File: src/rtl/cfc_pkg.sv
// Shared widths, phase encoding and latched request type for the
// card access controller. Assumes a 16-bit card data path.
package cfc_pkg;
    localparam int CFC_ADDR_W = 11;
    localparam int CFC_DATA_W = 16;
    localparam int CFC_LANE_W = 8;

    typedef enum logic [1:0] {
        PH_IDLE   = 2'd0,
        PH_SETUP  = 2'd1,
        PH_STROBE = 2'd2,
        PH_HOLD   = 2'd3
    } cfc_phase_e;

    typedef struct packed {
        logic                  wr;
        logic                  attr;
        logic                  word;
        logic [CFC_ADDR_W-1:0] addr;
        logic [CFC_DATA_W-1:0] wdata;
    } cfc_req_t;
endpackage

File: src/rtl/cfc_sync.sv
// Two-flop synchronizer for a vector of asynchronous card pins.
// Assumes each bit is independent; RST_VAL gives the idle level.
module cfc_sync #(
    parameter int          W       = 1,
    parameter logic [W-1:0] RST_VAL = '0
) (
    input  logic         clk,
    input  logic         rst_n,
    input  logic [W-1:0] d,
    output logic [W-1:0] q
);
    logic [W-1:0] stage1;

    // Shift the raw pins through two flops.
    always_ff @(posedge clk) begin
        if (!rst_n) begin
            stage1 <= RST_VAL;
            q      <= RST_VAL;
        end else begin
            stage1 <= d;
            q      <= stage1;
        end
    end
endmodule

File: src/rtl/cfc_detect.sv
// Debounces the synchronized "both detect pins low" level into a
// presence flag. Assumes DEB_CYC >= 2; both directions use the same filter.
module cfc_detect #(
    parameter int DEB_CYC = 16
) (
    input  logic clk,
    input  logic rst_n,
    input  logic both_low,
    output logic present
);
    localparam int CW = $clog2(DEB_CYC);
    localparam logic [CW-1:0] LAST = CW'(DEB_CYC - 1);

    logic [CW-1:0] run_cnt;

    // Count consecutive disagreeing samples; flip after DEB_CYC of them.
    always_ff @(posedge clk) begin
        if (!rst_n) begin
            present <= 1'b0;
            run_cnt <= '0;
        end else if (both_low != present) begin
            if (run_cnt == LAST) begin
                present <= both_low;
                run_cnt <= '0;
            end else begin
                run_cnt <= run_cnt + 1'b1;
            end
        end else begin
            run_cnt <= '0;
        end
    end

    // presence only ever moves to the level sampled before the edge.
    a_r1_follows_input: assert property (@(posedge clk) disable iff (!rst_n)
        !$stable(present) |-> (present == $past(both_low)));
endmodule

File: src/rtl/cfc_lanes.sv
// Maps the access size and address bit 0 to the two lane enables and
// the driven address bit. Purely combinational; idle drives both high.
module cfc_lanes (
    input  logic active,
    input  logic word,
    input  logic a0,
    output logic ce1_n,
    output logic ce2_n,
    output logic lane_a0
);
    // Word: both lanes, bit 0 forced low. Byte: low lane, bit 0 picks byte.
    always_comb begin
        ce1_n   = !active;
        ce2_n   = !(active && word);
        lane_a0 = active && !word && a0;
    end
endmodule

File: src/rtl/cfc_seq.sv
// Access sequencer: setup, strobe (minimum length, stretched by wait),
// hold, then a one-cycle acknowledge. Aborts with an error if the card
// disappears. Assumes SETUP_CYC >= 1 and HOLD_CYC >= 1.
module cfc_seq
    import cfc_pkg::*;
#(
    parameter int SETUP_CYC = 2,
    parameter int HOLD_CYC  = 1,
    parameter int STRB_W    = 6
) (
    input  logic                  clk,
    input  logic                  rst_n,
    input  logic                  present,
    input  logic                  wait_ok,
    input  logic [STRB_W-1:0]     strobe_min,
    input  logic                  req_valid,
    input  cfc_req_t              req_in,
    input  logic [CFC_DATA_W-1:0] bus_in,
    output cfc_phase_e            phase,
    output cfc_req_t              held,
    output logic                  ack_o,
    output logic                  err_o,
    output logic [CFC_DATA_W-1:0] rdata_o
);
    localparam int SW  = $clog2(SETUP_CYC + 1);
    localparam int HW  = $clog2(HOLD_CYC + 1);
    localparam int CW0 = (SW > HW) ? SW : HW;
    localparam int CW  = (CW0 > STRB_W) ? CW0 : STRB_W;
    localparam logic [CW-1:0] SETUP_LAST = CW'(SETUP_CYC - 1);
    localparam logic [CW-1:0] HOLD_LAST  = CW'(HOLD_CYC - 1);

    logic [CW-1:0]         cnt;
    logic [STRB_W-1:0]     min_eff;
    logic [CW-1:0]         strobe_last;
    logic [CFC_DATA_W-1:0] read_word;

    // Effective strobe length: zero is treated as one cycle.
    always_comb begin
        min_eff     = (strobe_min == '0) ? STRB_W'(1) : strobe_min;
        strobe_last = CW'(min_eff) - 1'b1;
        read_word   = held.word ? bus_in
                                : {{(CFC_DATA_W-CFC_LANE_W){1'b0}}, bus_in[CFC_LANE_W-1:0]};
    end

    // Phase machine with per-phase counter, completion and abort.
    always_ff @(posedge clk) begin
        if (!rst_n) begin
            phase   <= PH_IDLE;
            held    <= '0;
            cnt     <= '0;
            ack_o   <= 1'b0;
            err_o   <= 1'b0;
            rdata_o <= '0;
        end else begin
            ack_o <= 1'b0;
            err_o <= 1'b0;
            if (phase != PH_IDLE && !present) begin
                phase   <= PH_IDLE;
                ack_o   <= 1'b1;
                err_o   <= 1'b1;
                rdata_o <= '0;
            end else begin
                case (phase)
                    PH_IDLE: begin
                        if (req_valid && !ack_o) begin
                            rdata_o <= '0;
                            if (!present) begin
                                ack_o <= 1'b1;
                                err_o <= 1'b1;
                            end else begin
                                held  <= req_in;
                                phase <= PH_SETUP;
                                cnt   <= '0;
                            end
                        end
                    end
                    PH_SETUP: begin
                        if (cnt == SETUP_LAST) begin
                            phase <= PH_STROBE;
                            cnt   <= '0;
                        end else begin
                            cnt <= cnt + 1'b1;
                        end
                    end
                    PH_STROBE: begin
                        if (cnt >= strobe_last && wait_ok) begin
                            phase <= PH_HOLD;
                            cnt   <= '0;
                            if (!held.wr) rdata_o <= read_word;
                        end else if (cnt < strobe_last) begin
                            cnt <= cnt + 1'b1;
                        end
                    end
                    default: begin
                        if (cnt == HOLD_LAST) begin
                            phase <= PH_IDLE;
                            ack_o <= 1'b1;
                        end else begin
                            cnt <= cnt + 1'b1;
                        end
                    end
                endcase
            end
        end
    end

    // a held-off wait keeps the strobe phase.
    a_r7_wait_holds: assert property (@(posedge clk) disable iff (!rst_n)
        (phase == PH_STROBE && !wait_ok && present) |=> (phase == PH_STROBE));
    // card loss mid-access returns to idle with an error acknowledge.
    a_r9_abort: assert property (@(posedge clk) disable iff (!rst_n)
        (phase != PH_IDLE && !present) |=> (phase == PH_IDLE && ack_o && err_o));
    // acknowledge is a single-cycle pulse.
    a_r11_ack_pulse: assert property (@(posedge clk) disable iff (!rst_n)
        ack_o |=> !ack_o);
    // an access always starts with the setup phase.
    a_r6_setup_first: assert property (@(posedge clk) disable iff (!rst_n)
        (phase == PH_IDLE) |=> (phase == PH_IDLE || phase == PH_SETUP));
endmodule

File: src/rtl/cfc_ctrl.sv
// CompactFlash memory-mode access controller top. Synchronizes the card
// pins, qualifies presence, sequences accesses and drives the card bus.
// Assumes card pins are asynchronous and the master holds req until ack.
module cfc_ctrl
    import cfc_pkg::*;
#(
    parameter int SETUP_CYC = 2,
    parameter int HOLD_CYC  = 1,
    parameter int DEB_CYC   = 16,
    parameter int STRB_W    = 6
) (
    input  logic                  clk,
    input  logic                  rst_n,
    input  logic [STRB_W-1:0]     cfg_strobe_min,
    input  logic                  req_valid,
    input  logic                  req_write,
    input  logic                  req_attr,
    input  logic                  req_word,
    input  logic [CFC_ADDR_W-1:0] req_addr,
    input  logic [CFC_DATA_W-1:0] req_wdata,
    output logic                  req_ack,
    output logic                  req_err,
    output logic [CFC_DATA_W-1:0] req_rdata,
    output logic [CFC_ADDR_W-1:0] card_addr,
    output logic                  card_ce1_n,
    output logic                  card_ce2_n,
    output logic                  card_reg_n,
    output logic                  card_oe_n,
    output logic                  card_we_n,
    output logic [CFC_DATA_W-1:0] card_d_out,
    output logic                  card_d_oe,
    input  logic [CFC_DATA_W-1:0] card_d_in,
    input  logic                  card_wait_n,
    input  logic                  card_rdy,
    input  logic                  card_cd1_n,
    input  logic                  card_cd2_n,
    input  logic                  card_vs1_n,
    output logic                  card_vcc3_en_n,
    output logic                  card_reset,
    output logic                  card_present,
    output logic                  card_ready,
    output logic                  card_irq
);
    localparam int NPIN = 5;

    logic [NPIN-1:0] pins_s;
    logic            cd1_s, cd2_s, vs_s, wait_s, rdy_s;
    logic            present;
    cfc_req_t        req_in, held;
    cfc_phase_e      phase;
    logic            active, lane_a0;

    cfc_sync #(.W(NPIN), .RST_VAL({NPIN{1'b1}})) u_sync (
        .clk (clk),
        .rst_n (rst_n),
        .d ({card_cd1_n, card_cd2_n, card_vs1_n, card_wait_n, card_rdy}),
        .q (pins_s)
    );

    // Unpack the synchronized pins.
    always_comb begin
        {cd1_s, cd2_s, vs_s, wait_s, rdy_s} = pins_s;
    end

    cfc_detect #(.DEB_CYC(DEB_CYC)) u_detect (
        .clk (clk),
        .rst_n (rst_n),
        .both_low (!cd1_s && !cd2_s),
        .present (present)
    );

    // Pack the master's request fields.
    always_comb begin
        req_in.wr    = req_write;
        req_in.attr  = req_attr;
        req_in.word  = req_word;
        req_in.addr  = req_addr;
        req_in.wdata = req_wdata;
    end

    cfc_seq #(.SETUP_CYC(SETUP_CYC), .HOLD_CYC(HOLD_CYC), .STRB_W(STRB_W)) u_seq (
        .clk (clk),
        .rst_n (rst_n),
        .present (present),
        .wait_ok (wait_s),
        .strobe_min (cfg_strobe_min),
        .req_valid (req_valid),
        .req_in (req_in),
        .bus_in (card_d_in),
        .phase (phase),
        .held (held),
        .ack_o (req_ack),
        .err_o (req_err),
        .rdata_o (req_rdata)
    );

    assign active = (phase != PH_IDLE);

    cfc_lanes u_lanes (
        .active (active),
        .word (held.word),
        .a0 (held.addr[0]),
        .ce1_n (card_ce1_n),
        .ce2_n (card_ce2_n),
        .lane_a0 (lane_a0)
    );

    // Card bus, strobes and status outputs from registered state.
    always_comb begin
        card_addr      = active ? {held.addr[CFC_ADDR_W-1:1], lane_a0} : '0;
        card_reg_n     = !(active && held.attr);
        card_oe_n      = !(phase == PH_STROBE && !held.wr);
        card_we_n      = !(phase == PH_STROBE && held.wr);
        card_d_out     = held.wdata;
        card_d_oe      = active && held.wr;
        card_vcc3_en_n = vs_s;
        card_reset     = !present;
        card_present   = present;
        card_ready     = rdy_s;
        card_irq       = present && !rdy_s;
    end

    // never both strobes at once.
    a_r11_one_strobe: assert property (@(posedge clk) disable iff (!rst_n)
        $onehot0({!card_oe_n, !card_we_n}));
    // the high lane is only ever enabled together with the low lane.
    a_r4_lane_pair: assert property (@(posedge clk) disable iff (!rst_n)
        !card_ce2_n |-> !card_ce1_n);
    // a write strobe always has the data driven.
    a_r8_data_driven: assert property (@(posedge clk) disable iff (!rst_n)
        !card_we_n |-> card_d_oe);
    // once absence is settled, no strobe reaches the card.
    a_r9_no_strobe_absent: assert property (@(posedge clk) disable iff (!rst_n)
        (!card_present && $past(!card_present)) |-> (card_oe_n && card_we_n));
endmodule

File: config.mk
export PLATFORM = sky130hd
export DESIGN_NAME = cfc_ctrl
export DESIGN_NICKNAME = d
export VERILOG_FILES = /design/src/rtl/cfc_pkg.sv /design/src/rtl/cfc_sync.sv /design/src/rtl/cfc_detect.sv /design/src/rtl/cfc_lanes.sv /design/src/rtl/cfc_seq.sv /design/src/rtl/cfc_ctrl.sv
export SDC_FILE = /design/constraint.sdc
export NUM_CORES = 1
export LEC_CHECK = 0
export CORE_AREA = 2 2 97 99
export DETAILED_ROUTE_END_ITERATION = 10
export DIE_AREA = 0 0 99 101
export PLACE_DENSITY_LB_ADDON = 0.1
export SYNTH_ARGS = -nofsm -noshare
export SYNTH_HDL_FRONTEND = slang
export SYNTH_SLANG_ARGS = --single-unit
File: constraint.sdc
create_clock -name clk -period 5.7 [get_ports clk]
set_input_delay 1.71 -clock clk [delete_from_list [all_inputs] [get_ports clk]]
set_output_delay 1.71 -clock clk [all_outputs]
set_load 0.03 [all_outputs]
* Word level (Yosys, flattened, before mapping)
Index checks and enable logic that the tools add are counted.
Cells by class: add/subtract/negate cells 3, magnitude comparators 2, equality and inequality tests 12, mux-type cells 27, bitwise logic cells 3, reductions and logical operators 38
Operators by type and width (number):
- 16-bit two-way mux | 4
- 6-bit two-way mux | 7
- 16-bit one-hot mux with 2 select lines | 1
- 6-bit one-hot mux with 3 select lines | 1
- 1-bit logical AND | 12
- 1-bit zero test | 12
- 6-bit zero test | 2
- 11-bit two-way mux | 1
- 2-bit two-way mux | 5
- 5-bit AND reduction | 2
- 4-bit AND reduction | 2
- 6-bit by 1-bit adder with 6-bit output, second input constant | 1
- 6-bit by 1-bit equality test with 1-bit output, second input constant | 1
- 6-bit >= comparator | 1
- 6-bit < comparator | 1
- 1-bit two-way mux | 6
- 2-bit by 1-bit != test with 1-bit output, second input constant | 3
- 2-bit one-hot mux with 3 select lines | 1
- 6-bit by 1-bit subtractor with 6-bit output, second input constant | 1
- 4-bit by 1-bit adder with 4-bit output, second input constant | 1
- 4-bit equality test, second input constant | 1
- 2-bit != test, second input constant | 2
- 4-bit != test, second input constant | 1
- 2-bit nonzero test | 2
- 11 further kinds | 14
Word-level totals: register bits 71, output and inout port bits 56, logic and storage cells 99

* Longest topological paths before layout
Gate-level depths: netlist of run 1.
word-level depth 7, mapped depth 11

* By module
A second synthesis of run 1 with hierarchy kept.
Second synthesis, totals: cell total of the unflattened synthesis 385, area total of the unflattened synthesis 3200.6 um^2
Modules (own cells, without submodules):
- cfc_seq | times used 1, cells an instance 322, area each 2587.5 um^2, sequential area each 1121.1 um^2
- cfc_sync | times used 1, cells an instance 20, area each 262.8 um^2, sequential area each 200.2 um^2
- cfc_detect | times used 1, cells an instance 19, area each 192.7 um^2, sequential area each 100.1 um^2
- cfc_ctrl | times used 1, cells an instance 21, area each 141.4 um^2, sequential area each 0.0 um^2
- cfc_lanes | times used 1, cells an instance 3, area each 16.3 um^2, sequential area each 0.0 um^2

* Worst setup path after synthesis of run 1
Ideal clock, no wire load.
path type in2reg, start in cfg_strobe_min[1], end reg u_seq.cnt[3], setup time 70 ps, data arrival time 4272 ps, path slack 1358 ps, cell stages on the path 10, cells stage by stage or3_1 nor3_1 nor3_1 xnor2_1 ha_1 a21o_1 a221o_1 a32o_2 or4_1 a21oi_1
Between the ends: longest elaborated chain between the ends 7, elaborated cells on any way between the ends 10
RTL lines:
- from (decl) | line cfc_ctrl.sv:14 | input logic [STRB_W-1:0] cfg_strobe_min,
- 6-bit zero test | line cfc_seq.sv:39 | min_eff = (strobe_min == '0) ? STRB_W'(1) : strobe_min;
- 6-bit two-way mux (*) | line cfc_seq.sv:39
- 6-bit by 1-bit subtractor with 6-bit output (*) | line cfc_seq.sv:40 | strobe_last = CW'(min_eff) - 1'b1;
- 6-bit >= comparator | line cfc_seq.sv:86 | if (cnt >= strobe_last && wait_ok) begin
- 1-bit logical AND | line cfc_seq.sv:86
- 3-bit by 1-bit != test with 1-bit output (no source line) or 6-bit two-way mux (tied branches)
- 5-bit AND reduction (no source line) or 6-bit one-hot mux with 3 select lines (tied branches)
- to (signal assigned) | line cfc_seq.sv:82 | cnt <= cnt + 1'b1;
- to (signal assigned) | line cfc_seq.sv:91 | cnt <= cnt + 1'b1;
- to (signal assigned) | line cfc_seq.sv:99 | cnt <= cnt + 1'b1;
- to (decl) | line cfc_seq.sv:32 | logic [CW-1:0] cnt;
Every way passes the cells marked *; elsewhere a longest branch is shown, timed or not. A chain may end at the register's enable or synchronous reset.

* Final worst setup path of run 1
start in cfg_strobe_min[1], end reg u_seq.rdata_o[4]
Between the ends: longest elaborated chain between the ends 7
RTL lines:
- 6-bit zero test | line cfc_seq.sv:39
- 6-bit two-way mux (*) | line cfc_seq.sv:39
- 6-bit by 1-bit subtractor with 6-bit output (*) | line cfc_seq.sv:40
- 6-bit >= comparator (*) | line cfc_seq.sv:86
- 1-bit logical AND (*) | line cfc_seq.sv:86
- 2-bit by 1-bit != test with 1-bit output (no source line) (*)
- 4-bit AND reduction (no source line) (*)
- to (signal assigned) | line cfc_seq.sv:89 | if (!held.wr) rdata_o <= read_word;
- to (decl) | line cfc_seq.sv:23 | output logic [CFC_DATA_W-1:0] rdata_o
Marks and branches as above.

==> results_dict.tcl, run 1 <==
set metrics [dict create \
    status "completed" \
    clock_skew_ns 0.0111 \
    antenna_left 0 \
    dr.pass1.iters 4 \
    synth_cell_types 40 \
    setup_viol 0 \
    numPortBuffers 115 \
    power_mw 1.07 \
    drtIter0Drc 86 \
    cts_tree "done" \
    r2r_cells 5 \
    drt-total-wl_mm 7.82 \
    cts.sinks 71 \
    cp_data_required_time_ns 5.98 \
    core_region_area_sq_um 8980 \
    met1_usage_pct 19.6 \
    period_share_pct 84.9 \
    arrival_ns 5.12 \
    maxCapViolCount 0 \
    synthesis.instances 376 \
    busiest_layer "met2" \
    drive_gt1_share_pct 4.87 \
    globalplace.congestion 0.794 \
    crit_chain "clkdlybuf4s50_1 > or3_1 > nor3_1 > nor3_1 > xnor2_1 > ha_1 > a21o_1 > a221o_1 > a22o_2 > a21oi_1 > a32o_1" \
    post-place-ws_ns 0.567 \
    synth_ff_type "dfxtp_1" \
    hold_ws_ns 0.407 \
    max_slew.worst_pin.slew_ns 0.913 \
    endpoint_kind "flop" \
    r2r_end "u_seq.rdata_o[4]$_SDFFE_PP0P_" \
    r2r_start "u_seq.phase[0]$_SDFFE_PP0P_" \
    critPathBufInv 1 \
    htree_levels 3 \
    async_reset_ff_share_pct 0 \
    syn2layout_area_growth_pct 40.9 \
    slew_viol_final 0 \
    min_period_ns 4.84 \
    track_usage_pct 16.1 \
    antenna_cells 0 \
    grt_start_max_net_pins 46 \
    via_count 2839 \
    yosysTopAreaCellShare_pct 43.1 \
    cts_buffer_depth 2 \
    hold_class "reg2reg" \
    wl_per_cell_um 13.4 \
    yosysMostFrequentCell "nand2_1" \
    p_leak_nw 1.65 \
    rows 35 \
    pin_count 116 \
    rsz0062_at_grt "false" \
    grt_pass1_vias 2747 \
    holdCritStartpoint "u_sync.stage1[3]$_SDFF_PN1_" \
    worstSetupEndpoint "u_seq.rdata_o[4]$_SDFFE_PP0P_" \
    cp_top_family "compound AO/OA/AOI/OAI gates" \
    reg2reg_setup_slack_ns 3.05 \
    use_met3_pct 6.10 \
    path_depth 11 \
    die_area_sq_um 10000 \
    post_cts_buffers 0 \
    syn_area_sq_um 3300 \
    synth_area_per_cell_sq_um 8.78 \
    synth.cells.most_frequent "nand2_1, dfxtp_1, a21boi_0" \
    grt.overflow.total 0 \
    cp_slowest_cell "a21oi_1" \
    drc_errors 0 \
    detail_route.vias_per_cell 4.87 \
    dpl.hpwl_mm 5.46 \
    worstPathMaxFanout 8 \
    cts_root_buffer "clkbuf_8" \
    clkTransAtPathRegs_ns 0.07 \
    cts_resized 0 \
    cp-start-kind "input port" \
    max_stage_delay_ns 0.52 \
    setup_ws_ns 0.858 \
    insertion_delay_ns 0.34 \
    grt_pass1_wl_mm 13.0 \
    maxSlewHeadroom_pct 39.1 \
    antenna_found_initial 0 \
    yosysSeqAreaShare_pct 43.1 \
    hold_violations 0 \
    synth_edf_count 0 \
    max_freq_mhz 207 \
    initial_core_util_pct 36.8 \
    die_w_um 99 \
    ctsHoldBuffers 0 \
    powerDensity_nw_per_um2 231 \
    die_y_um 101 \
    ir_worst_vdd_v 0.000142 \
    yosysWarnings 0 \
    synth_area_leaders "dfxtp_1, nand2_1, a21boi_0, ha_1, buf_4" \
    syn-num-nets 449 \
    cts_buffers 9 \
    met2_usage_pct 25.8 \
    nets 540 \
    critPathMostFrequentCell "nor3_1" \
    post-synth-top-area-cell "dfxtp_1" \
    utilization_pct 51.8 \
    timing.setup.tns_ns 0 \
    path_class "in2reg" \
    ys_ff_latch 71 \
    startpoint "cfg_strobe_min[1]" \
]
## sequential cells by signal, summed over array words and instances (netlist names)
signal,flops
u_detect.present,1
u_detect.run_cnt,4
u_seq.ack_o,1
u_seq.cnt,6
u_seq.err_o,1
u_seq.held,30
u_seq.phase,2
u_seq.rdata_o,16
u_sync.q,5
u_sync.stage1,5
## power by group
part | internal (mW) | switching (mW)
Combinational | 0.0506 | 0.0303
Sequential | 0.500 | 0.00155
Clock | 0.304 | 0.189
## metal layers
layer,vias up,part of all wire (%)
met4,0,1.4
met2,89,45
met5,-,0
li1,1449,-
met1,1292,45
met3,9,8.5
## stage by stage
| stage | cell area, sq um | instances |
|---|---|---|
| 2_1_floorplan | 3300 | 376 |
| 3_3_place_gp | 4410 | 567 |
| 3_5_place_dp | 4410 | 567 |
| 4_1_cts | 4650 | 583 |
| 5_1_grt | 4650 | 583 |
| 6_report | 4650 | 583 |
## cell families (layout without fill, tap and decap cells)
| kind of cell | count (synthesis) | after routing | share of synthesized area (%) |
|---|---|---|---|
| xor+xnor | 5 | 5 | 1.33 |
| buf+inv | 47 | 143 | 7.32 |
| compound gates | 72 | 72 | 17.6 |
| flops | 71 | 71 | 43.1 |
| fa+ha+maj | 13 | 13 | 4.93 |
| simple gates | 158 | 158 | 22.7 |
| mux | 10 | 10 | 3.03 |
## how the worst min path moves through the flow
stage | slack [ns] | depth (start not counted) | end
6_report | 0.41 | 1 | u_sync.q[3]$_SDFF_PN1_
5_1_grt | 0.42 | 1 | u_sync.q[4]$_SDFF_PN1_
4_1_cts | 0.41 | 1 | u_sync.q[3]$_SDFF_PN1_
3_5_place_dp | 0.39 | 1 | u_sync.q[3]$_SDFF_PN1_
3_3_place_gp | 0.39 | 1 | u_sync.q[2]$_SDFF_PN1_
2_1_floorplan | 0.39 | 1 | u_sync.q[0]$_SDFF_PN1_
## layout make-up
cell class,count,area [sq um]
Fill cell,880,4330
Multi-Input combinational cell,258,1640
Sequential cell,71,1420
Timing Repair Buffer,118,1170
Clock buffer,11,141
Tap cell,111,139
Clock inverter,5,104
Inverter,9,33.8
## cell usage in the layout (no fill, tap or decap), types with 2 or more instances in the layout
| cell | synthesis | routed |
|---|---|---|
| clkdlybuf4s50_1 | 0 | 115 |
| nand2_1 | 77 | 77 |
| dfxtp_1 | 71 | 71 |
| a21boi_0 | 30 | 30 |
| nand3_1 | 18 | 18 |
| nor2b_1 | 16 | 16 |
| nand2b_1 | 13 | 13 |
| ha_1 | 13 | 13 |
| nor2_1 | 11 | 11 |
| a21oi_1 | 11 | 11 |
| mux2i_1 | 10 | 10 |
| clkbuf_8 | 0 | 10 |
| inv_1 | 9 | 9 |
| a32o_1 | 8 | 8 |
| nor3_1 | 6 | 6 |
| o31ai_1 | 5 | 5 |
| and3_1 | 5 | 5 |
| xnor2_1 | 4 | 4 |
| or4_1 | 4 | 4 |
| nor4_1 | 3 | 3 |
| o21a_1 | 3 | 3 |
| a21o_1 | 3 | 3 |
| bufinv_16 | 0 | 3 |
| buf_4 | 16 | 3 |
| a221o_1 | 2 | 2 |
| o21ai_0 | 2 | 2 |
Note: power is estimated with default switching activity, not from simulation.
==> run 2: changes to the inputs <==
==> constraint.sdc (replaced) <==
create_clock -name clk -period 4.8 [get_ports clk]
set_input_delay 1.44 -clock clk [delete_from_list [all_inputs] [get_ports clk]]
set_output_delay 1.44 -clock clk [all_outputs]
set_load 0.03 [all_outputs]
==> run 2 against run 1 <==
Net effect: highest routed layer unchanged; combinational power up 22%; largest power group unchanged; critical path depth unchanged; power up 6.5%; largest cell class unchanged.
==> results_dict.tcl, run 2 (same netlist as run 1, synthesis figures left out) <==
set metrics [dict create \
    cp_top_family "simple AND/OR/NAND/NOR gates" \
    p_seq_share_pct 52.0 \
    max_stage_delay_ns 0.48 \
    layout_commonest_cell "clkdlybuf4s50_1" \
    drt-total-wl_mm 7.75 \
    slew_viol_final 0 \
    track_usage_pct 16.0 \
    antenna_cells 0 \
    die_area_sq_um 10000 \
    maxSlewHeadroom_pct 48.9 \
    pin_count 116 \
    via_count 2880 \
    reg_top3 "u_seq.held x30, u_seq.rdata_o x16, u_seq.cnt x6" \
    placed_area_sq_um 4430 \
    p_leak_nw 1.63 \
    period_share_pct 92.3 \
    cp-start-kind "input port" \
    maxCapViolCount 0 \
    drtIter0Drc 92 \
    max_slew.worst_pin.slew_ns 0.766 \
    dpl.hpwl_mm 5.51 \
    post_cts_buffers 0 \
    combPwrFrac_pct 8.6 \
    die_w_um 99 \
    cts_tree "done" \
    cp_data_required_time_ns 5.07 \
    setup_viol 0 \
    endpoint_kind "flop" \
    ir_worst_vdd_v 0.000123 \
    hold_ws_ns 0.411 \
    ctsHoldBuffers 0 \
    dr.pass1.iters 4 \
    hold_class "reg2reg" \
    regMostFlops "u_seq.held" \
    min_period_ns 4.43 \
    crit_chain "clkdlybuf4s50_1 > or3_1 > nor3_1 > nor3_1 > xnor2_1 > ha_1 > a21o_1 > a221o_1 > a32o_2 > or4_1 > a21oi_1" \
    cts_buffer_depth 2 \
    final_cell_mix "clkdlybuf4s50_1, nand2_1, dfxtp_1" \
    core_region_area_sq_um 8980 \
    use_met3_pct 6.38 \
    r2r_start "u_seq.phase[0]$_SDFFE_PP0P_" \
    initial_core_util_pct 36.8 \
    numPortBuffers 115 \
    grt.overflow.total 0 \
    cts.sinks 71 \
    rsz0062_at_grt "false" \
    final_area_sq_um 4620 \
    grt_pass1_vias 2751 \
    globalplace.congestion 0.780 \
    rows 35 \
    met1_usage_pct 19.6 \
    hold_violations 0 \
    clkTransAtPathRegs_ns 0.08 \
    critPathMostFrequentCell "nor3_1" \
    grt_pass1_wl_mm 12.8 \
    holdCritStartpoint "u_sync.stage1[4]$_SDFF_PN1_" \
    hold_path_depth 1 \
    drc_errors 0 \
    met2_usage_pct 25.3 \
    insertion_delay_ns 0.35 \
    htree_levels 3 \
    syn2layout_area_growth_pct 39.9 \
    status "completed" \
    antenna_found_initial 0 \
    worstPathMaxFanout 10 \
    path_depth 11 \
    antenna_left 0 \
    cts_root_buffer "clkbuf_8" \
    max_freq_mhz 226 \
    power_frac_clock_pct 39.4 \
    utilization_pct 51.4 \
    wl_per_cell_um 13.2 \
    switching_share_pct 23.6 \
    r2r_cells 7 \
    startpoint "cfg_strobe_min[1]" \
    critPathBufInv 1 \
    arrival_ns 4.70 \
    largest_reg_flops 30 \
    cp_slowest_cell "or3_1" \
    die_y_um 101 \
    powerDensity_nw_per_um2 248 \
    busiest_layer "met2" \
    nets 543 \
    clock_skew_ns 0.00898 \
    detail_route.vias_per_cell 4.91 \
    cts_resized 0 \
    grt_start_max_net_pins 46 \
    power_switching_mw 0.270 \
    p_int_mw 0.875 \
    path_class "in2reg" \
    drive_gt1_share_pct 5.68 \
    cts_buffers 9 \
    timing.setup.tns_ns 0 \
]
## run 2: area by class of cell
cell class	count	area [sq um]
fillers	882	4360
multi-input cells	258	1640
flip-flops and latches	71	1420
repair buffers	121	1200
clock buffers	11	151
well taps	111	139
clock inverters	5	38.8
inverters	9	33.8
## run 2: path summary, 6_finish.rpt
| path | to | slack [ns] |
|---|---|---|
| setup reg to reg | u_seq.cnt[4]$_SDFFE_PN0P_ | 2.30 |
| setup / recovery | u_seq.cnt[4]$_SDFFE_PN0P_ | 0.37 |
| hold / removal | u_sync.q[4]$_SDFF_PN1_ | 0.41 |
| hold reg to reg | u_sync.q[4]$_SDFF_PN1_ | 0.41 |
## run 2: per-stage QoR
stage	power, mW	instances	setup WS (ns)
final	1.14	586	0.371
after global routing	1.20	586	0.182
after CTS	1.16	586	0.383
after detailed placement	0.708	570	0.0469
after global placement	0.708	570	0.148
after floorplan	0.645	376	0.728
## run 2: power by group through the flow
| stage | logic, mW | clock network [mW] | registers (mW) |
|---|---|---|---|
| floorplan | 0.0326 | 0 | 0.612 |
| global placement | 0.0985 | 0 | 0.609 |
| detailed placement | 0.0991 | 0 | 0.609 |
| CTS | 0.0997 | 0.468 | 0.595 |
| global route | 0.107 | 0.500 | 0.596 |
| finish | 0.0988 | 0.450 | 0.595 |
## run 2: metal layers
metal / up-vias / routed length [um]
li1: 1459 / -
met1: 1325 / 3490
met2: 90 / 3520
met3: 6 / 657
met4: 0 / 70
met5: - / 0
## run 2: worst register-to-register path: stages, from the launching register on
cell     delay (ns)
dfxtp_1        0.35
inv_1          0.09
ha_1           0.65
nor3_1         0.15
nand3_1        0.14
nand3_1        0.32
or4_1          0.60
a21oi_1        0.15
